**src/rtl/onebus_pkg.sv**
```systemverilog
package onebus_pkg;
    localparam int DW   = 16;
    localparam int NREG = 8;
    localparam int AFW  = 8;
    localparam int CCW  = 4;

    // control word layout
    localparam int RO_LSB  = 0;
    localparam int RI_LSB  = NREG;
    localparam int PC_OUT  = 2 * NREG;
    localparam int PC_IN   = PC_OUT + 1;
    localparam int Z_OUT   = PC_OUT + 2;
    localparam int Z_IN    = PC_OUT + 3;
    localparam int Y_IN    = PC_OUT + 4;
    localparam int MDR_OUT = PC_OUT + 5;
    localparam int IR_IN   = PC_OUT + 6;
    localparam int IRF_OUT = PC_OUT + 7;
    localparam int MAR_IN  = PC_OUT + 8;
    localparam int RD      = PC_OUT + 9;
    localparam int ADD     = PC_OUT + 10;
    localparam int ZERO_A  = PC_OUT + 11;
    localparam int CIN     = PC_OUT + 12;
    localparam int SET_CC  = PC_OUT + 13;
    localparam int CTRL_W  = PC_OUT + 14;

    // bus source indices beyond the general registers
    localparam int SRC_PC  = NREG;
    localparam int SRC_Z   = NREG + 1;
    localparam int SRC_MDR = NREG + 2;
    localparam int SRC_IRF = NREG + 3;
    localparam int NSRC    = NREG + 4;

    typedef struct packed {
        logic [DW-1:0]  pc;
        logic [DW-1:0]  ir;
        logic [DW-1:0]  mar;
        logic [DW-1:0]  mdr;
        logic [DW-1:0]  y;
        logic [DW-1:0]  z;
        logic [CCW-1:0] cc;
    } dp_state_t;
endpackage

```
**src/rtl/onebus_regfile.sv**
```systemverilog
module onebus_regfile #(
    parameter int W = 16,
    parameter int N = 8
) (
    input  logic         clk,
    input  logic         rst_n,
    input  logic [N-1:0] we,
    input  logic [W-1:0] wdata,
    output logic [W-1:0] rdata [N]
);
    logic [W-1:0] regs_d [N];
    logic [W-1:0] regs_q [N];

    always_comb begin
        for (int i = 0; i < N; i++) begin
            regs_d[i] = we[i] ? wdata : regs_q[i];
        end
    end

    always_ff @(posedge clk or negedge rst_n) begin
        if (!rst_n) begin
            for (int i = 0; i < N; i++) regs_q[i] <= '0;
        end else begin
            for (int i = 0; i < N; i++) regs_q[i] <= regs_d[i];
        end
    end

    for (genvar g = 0; g < N; g++) begin : g_rd
        assign rdata[g] = regs_q[g];
    end
endmodule

```
**src/rtl/onebus_busmux.sv**
```systemverilog
module onebus_busmux #(
    parameter int W = 16,
    parameter int N = 12
) (
    input  logic [N-1:0] sel,
    input  logic [W-1:0] src [N],
    output logic [W-1:0] bus
);
    // AND-OR merge: a single enable yields that source, none yields zero
    always_comb begin
        bus = '0;
        for (int i = 0; i < N; i++) begin
            bus = bus | (src[i] & {W{sel[i]}});
        end
    end
endmodule

```
**src/rtl/onebus_alu.sv**
```systemverilog
module onebus_alu #(
    parameter int W = 16
) (
    input  logic [W-1:0] opa,
    input  logic [W-1:0] opb,
    input  logic         do_add,
    input  logic         zero_a,
    input  logic         cin,
    output logic [W-1:0] result,
    output logic [3:0]   flags
);
    logic [W-1:0] a_gated;
    logic [W:0]   sum;
    logic         c_out;
    logic         v_out;

    always_comb begin
        a_gated = opa & {W{~zero_a}};
        sum     = {1'b0, a_gated} + {1'b0, opb} + {{W{1'b0}}, cin};
        if (do_add) begin
            result = sum[W-1:0];
            c_out  = sum[W];
            v_out  = (a_gated[W-1] == opb[W-1]) && (sum[W-1] != opb[W-1]);
        end else begin
            result = opb;
            c_out  = 1'b0;
            v_out  = 1'b0;
        end
        flags = {result[W-1], (result == '0), v_out, c_out};
    end
endmodule

```
**src/rtl/onebus_datapath.sv**
```systemverilog
module onebus_datapath
    import onebus_pkg::*;
(
    input  logic              clk,
    input  logic              rst_n,
    input  logic [CTRL_W-1:0] ctrl,
    output logic [DW-1:0]     mem_addr,
    output logic              mem_rd,
    input  logic [DW-1:0]     mem_rdata,
    input  logic              mem_mfc,
    output logic [DW-1:0]     bus_o,
    output logic [CCW-1:0]    cc_o
);
    dp_state_t      st_d;
    dp_state_t      st_q;
    logic [DW-1:0]  gpr     [NREG];
    logic [DW-1:0]  src_val [NSRC];
    logic [NSRC-1:0] src_sel;
    logic [DW-1:0]  alu_res;
    logic [3:0]     alu_flags;
    logic [DW-1:0]  ir_field;

    onebus_regfile #(.W(DW), .N(NREG)) u_rf (
        .clk   (clk),
        .rst_n (rst_n),
        .we    (ctrl[RI_LSB +: NREG]),
        .wdata (bus_o),
        .rdata (gpr)
    );

    assign ir_field = {{(DW-AFW){1'b0}}, st_q.ir[AFW-1:0]};

    for (genvar g = 0; g < NREG; g++) begin : g_src
        assign src_val[g] = gpr[g];
    end
    assign src_val[SRC_PC]  = st_q.pc;
    assign src_val[SRC_Z]   = st_q.z;
    assign src_val[SRC_MDR] = st_q.mdr;
    assign src_val[SRC_IRF] = ir_field;

    assign src_sel = {ctrl[IRF_OUT], ctrl[MDR_OUT], ctrl[Z_OUT], ctrl[PC_OUT],
                      ctrl[RO_LSB +: NREG]};

    onebus_busmux #(.W(DW), .N(NSRC)) u_bus (
        .sel (src_sel),
        .src (src_val),
        .bus (bus_o)
    );

    onebus_alu #(.W(DW)) u_alu (
        .opa    (st_q.y),
        .opb    (bus_o),
        .do_add (ctrl[ADD]),
        .zero_a (ctrl[ZERO_A]),
        .cin    (ctrl[CIN]),
        .result (alu_res),
        .flags  (alu_flags)
    );

    always_comb begin
        st_d = st_q;
        if (ctrl[PC_IN])  st_d.pc  = bus_o;
        if (ctrl[IR_IN])  st_d.ir  = bus_o;
        if (ctrl[MAR_IN]) st_d.mar = bus_o;
        if (ctrl[Y_IN])   st_d.y   = bus_o;
        if (ctrl[Z_IN])   st_d.z   = alu_res;
        if (ctrl[SET_CC]) st_d.cc  = alu_flags;
        if (mem_mfc)      st_d.mdr = mem_rdata;
    end

    always_ff @(posedge clk or negedge rst_n) begin
        if (!rst_n) st_q <= '0;
        else        st_q <= st_d;
    end

    assign mem_addr = st_q.mar;
    assign mem_rd   = ctrl[RD];
    assign cc_o     = st_q.cc;
endmodule

```
**config.mk**
```make
export PLATFORM = sky130hd
export DESIGN_NAME = onebus_datapath
export DESIGN_NICKNAME = d
export VERILOG_FILES = /design/src/rtl/onebus_pkg.sv /design/src/rtl/onebus_regfile.sv /design/src/rtl/onebus_busmux.sv /design/src/rtl/onebus_alu.sv /design/src/rtl/onebus_datapath.sv
export SDC_FILE = /design/constraint.sdc
export NUM_CORES = 1
export LEC_CHECK = 0
export ABC_CLOCK_PERIOD_IN_PS = 5630
export BUFFER_PORTS_ARGS = -buffer_cell sky130_fd_sc_hd__buf_4
export CAP_MARGIN = 20
export CORE_MARGIN = 5
export CORE_UTILIZATION = 55
export DETAILED_ROUTE_END_ITERATION = 6
export HOLD_SLACK_MARGIN = 0.1
export PLACE_DENSITY = 0.72
export SETUP_SLACK_MARGIN = 0.02
export SLEW_MARGIN = 20
export SYNTH_ARGS = -nofsm -noshare
export SYNTH_HDL_FRONTEND = slang
export SYNTH_HIERARCHICAL = 1
export SYNTH_SLANG_ARGS = --single-unit
```
**constraint.sdc**
```tcl
create_clock -name clk -period 5.63 [get_ports clk]
set_input_delay 1.4075 -clock clk [delete_from_list [all_inputs] [get_ports clk]]
set_output_delay 1.4075 -clock clk [all_outputs]
set_load 0.03 [all_outputs]
```
==> flow_summary.toml <==
[floorplanning]
die_height_um = 154
chipWidth_um = 154
top_level_ports = 86
design.core.area_um2 = 20300
floorplan.initialDensity = 0.561
rows = 52
die_area_um2 = 23700

[sta]
timing.hold.ws_ps = 501
final.min_clock_period_ps = 5070
max_slew.worst_pin.slew_ps = 970
relSlewSlack = 0.353
final-setup-viol-count = 0
tns_ps = 0
final-max-slew-violation-count = 0
post-route-period-util = 0.901
report.final.hold_viol_count = 0
rsz_0062_raised_after_global_routing = "false"
clock.fmax_ghz = 0.197
finClkSkew_ps = 12.2

[synthesis]
synth_edf_count = 0
synth_xor_area_frac = 0.0115
synth_top_cells_by_area = "sky130_fd_sc_hd__dfrtp_1 48%, sky130_fd_sc_hd__mux2_4 17%, sky130_fd_sc_hd__mux2_2 9.9%, sky130_fd_sc_hd__a22o_1 3.8%, sky130_fd_sc_hd__a221oi_1 3.2%"
yosysWarningCount = 6
synth_area_per_cell_um2 = 14.6
synth_unique_cells = 51
synth_adder_area_share = 0.0200
synth_ff_type = "sky130_fd_sc_hd__dfrtp_1"
synthMuxAreaShare = 0.272
post_synth_and_or_nand_nor_area_fraction = 0.0363
combinational_family_with_the_most_area_after_synthesis = "multiplexers"
sequential_cell_area_fraction_in_the_yosys_report = 0.483
synth_area_in_compound_gates = 0.102
async_reset_ff_frac = 1.00
synthDominantCellAreaShare = 0.483
yosys.area.top_type = "sky130_fd_sc_hd__dfrtp_1"
ys_seq_elements = 220
post_synth_instance_area_um2 = 11400
synth_cells = 779

[route]
remaining_drc_errors = 0
detailedRoute.firstIterationViolations = 413
antenna_violating_nets_post_route = 0
wl_um = 27900
wire_per_inst_um = 24.7
viasPerCell = 6.13
firstDrtPassIters = 7
via_count = 6914

[power_and_ir_drop]
leakagePower_nw = 4.87
totalPowerFinal_mw = 3.70
power_per_cell_area_nw_per_um2 = 293
power.ir.vdd_worst_v = 0.000246

[global_route]
grt_max_degree = 127
grt_util_all_layers = 0.232
grt_first_pass_wirelength_um = 43900
grt-ovfl-total = 0
antenna_found_initial = 0
first_global_vias = 7624

[clocking]
post_cts_resized = 0
holdBufCountCts = 0
clk_root_buf = "sky130_fd_sc_hd__clkbuf_16"
cts-root-to-sink-buffers = 3
cts_setup_buffers = 0
tritoncts = "done"
clock_sink_count = 220
htreeDepth = 1
cts-buffers-inserted = 24
clock_insertion_delay_worst_skew_ps = 510
clock_slew_at_the_register_clock_pins_of_the_worst_setup_and_hold_paths_ps = 60

[worst_setup_path]
timing.critical_path.from_type = "primary input"
crit_path_top_delay_cell = "sky130_fd_sc_hd__or4_1"
worst_ep_required_time_ps = 6080
critical_path.max_fanout = 16
max_stage_delay_ps = 550
critPathArrivalTime_ps = 5520
timing.setup.critical_path_class = "in2reg"
end_kind = "flop"
path_cells = "buf_4 -> a22o_1 -> a221oi_1 -> nand3_1 -> fa_1 -> inv_1 -> fa_1 -> nor2b_4 -> o2111a_1 -> or4_1 -> a21oi_2 -> o21ai_0 -> a22o_1 -> or4b_1 -> nor4b_2 -> mux2_2"

[layout]
seqCellArea_um2 = 5510
multi_input_area_um2 = 5070
final_cells = 1127
layout_commonest_cell = "sky130_fd_sc_hd__dfrtp_1"
drive_above_1_share = 0.456
synthToLayoutAreaGrowth_pct = 11.0
most_frequent_cells_in_the_layout = "220 x sky130_fd_sc_hd__dfrtp_1, 131 x sky130_fd_sc_hd__mux2_4, 105 x sky130_fd_sc_hd__buf_4, 100 x sky130_fd_sc_hd__mux2_2, 49 x sky130_fd_sc_hd__a22o_1"
filler_cell_count = 1534
fin_nets = 905
insertedDiodeCount = 0

[place]
placed_instances = 1083
detailedPlacementHpwl_um = 18000
io_buffers = 83
finalWeightedCongestion = 0.885

[job]
maxCapViolations = 0

[run_status]
status = "completed"

[hold_path]
hold_class = "reg2reg"
==> worst max-delay path: cells and delay by family <==
family                   cells  cell delay, ps
AO/OA/AOI/OAI                6            1260
adder cells (fa/ha/maj)      2             780
buffers and inverters        2             290
multiplexers                 1             170
AND/OR/NAND/NOR              5            1600
==> where the power goes <==
part	internal [mW]	switching, mW
combinational	0.148	0.194
sequential	1.61	0.0224
clock	1.10	0.628
total	2.86	0.844
==> metal layers <==
layer / track usage / wire length [um]
met5: 0 / 0
met4: 0.106 / 1300
met3: 0.0371 / 1390
met2: 0.379 / 13400
met1: 0.307 / 11800
==> kinds of logic (layout without fill, tap and decap cells) <==
group / Yosys count / in the layout
other cells: 1 / 8
mux: 232 / 232
flops: 220 / 220
buf+inv: 86 / 157
xor+xnor: 15 / 15
fa+ha+maj: 17 / 17
simple gates: 74 / 74
compound gates: 134 / 134
==> path summary, 6_finish.rpt <==
| path | endpoint | slack (ps) | from | cells past startpoint |
|---|---|---|---|---|
| setup / recovery | cc_o[2] | 560 | ctrl[5] | 16 |
| hold reg to reg | st_q[20] | 500 | st_q[20] | 1 |
| hold / removal | st_q[20] | 500 | st_q[20] | 1 |
| setup reg to reg | cc_o[2] | 1230 | u_rf/rdata[48] | 15 |
| min in group asynchronous | mem_addr[13] | 960 | rst_n | 1 |
| max in group asynchronous | u_rf/rdata[80] | 3530 | rst_n | 2 |
==> sequential cells by signal, summed over array words and instances (netlist names) <==
signal / count
st_q: 16
cc_o: 4
u_rf/rdata: 128
mem_addr: 16
src_val: 48
ir_field: 8
==> synth_stat cells (all sizes together), types with 3 or more instances <==
cell type / instances
nand3: 18
nand2: 8
clkbuf: 8
xor2: 5
or3: 3
mux2: 231
xnor2: 10
a22o: 49
nand2b: 3
nor3: 3
a21oi: 9
a31oi: 3
inv: 6
o21ai: 5
dfrtp: 220
a211oi: 3
a21o: 3
buf: 72
ha: 15
a221oi: 50
nor2b: 19
nor2: 12
==> layout make-up <==
type / instances / area share
inverters: 6 / 0.00178
repair buffers: 107 / 0.0651
clock buffers: 38 / 0.0597
multi-input cells: 480 / 0.401
clock inverters: 6 / 0.0103
flip-flops and latches: 220 / 0.435
well taps: 270 / 0.0267
==> per-stage QoR <==
step                      utilization  setup WS, ps  area (um2)
after global placement          0.579           199       11800
after detailed placement        0.579          78.0       11800
after floorplan                     -          21.5       11400
final                           0.623           557       12600
after global routing            0.623           382       12600
after CTS                       0.623           616       12600
Power figures use the tool's default switching activity.
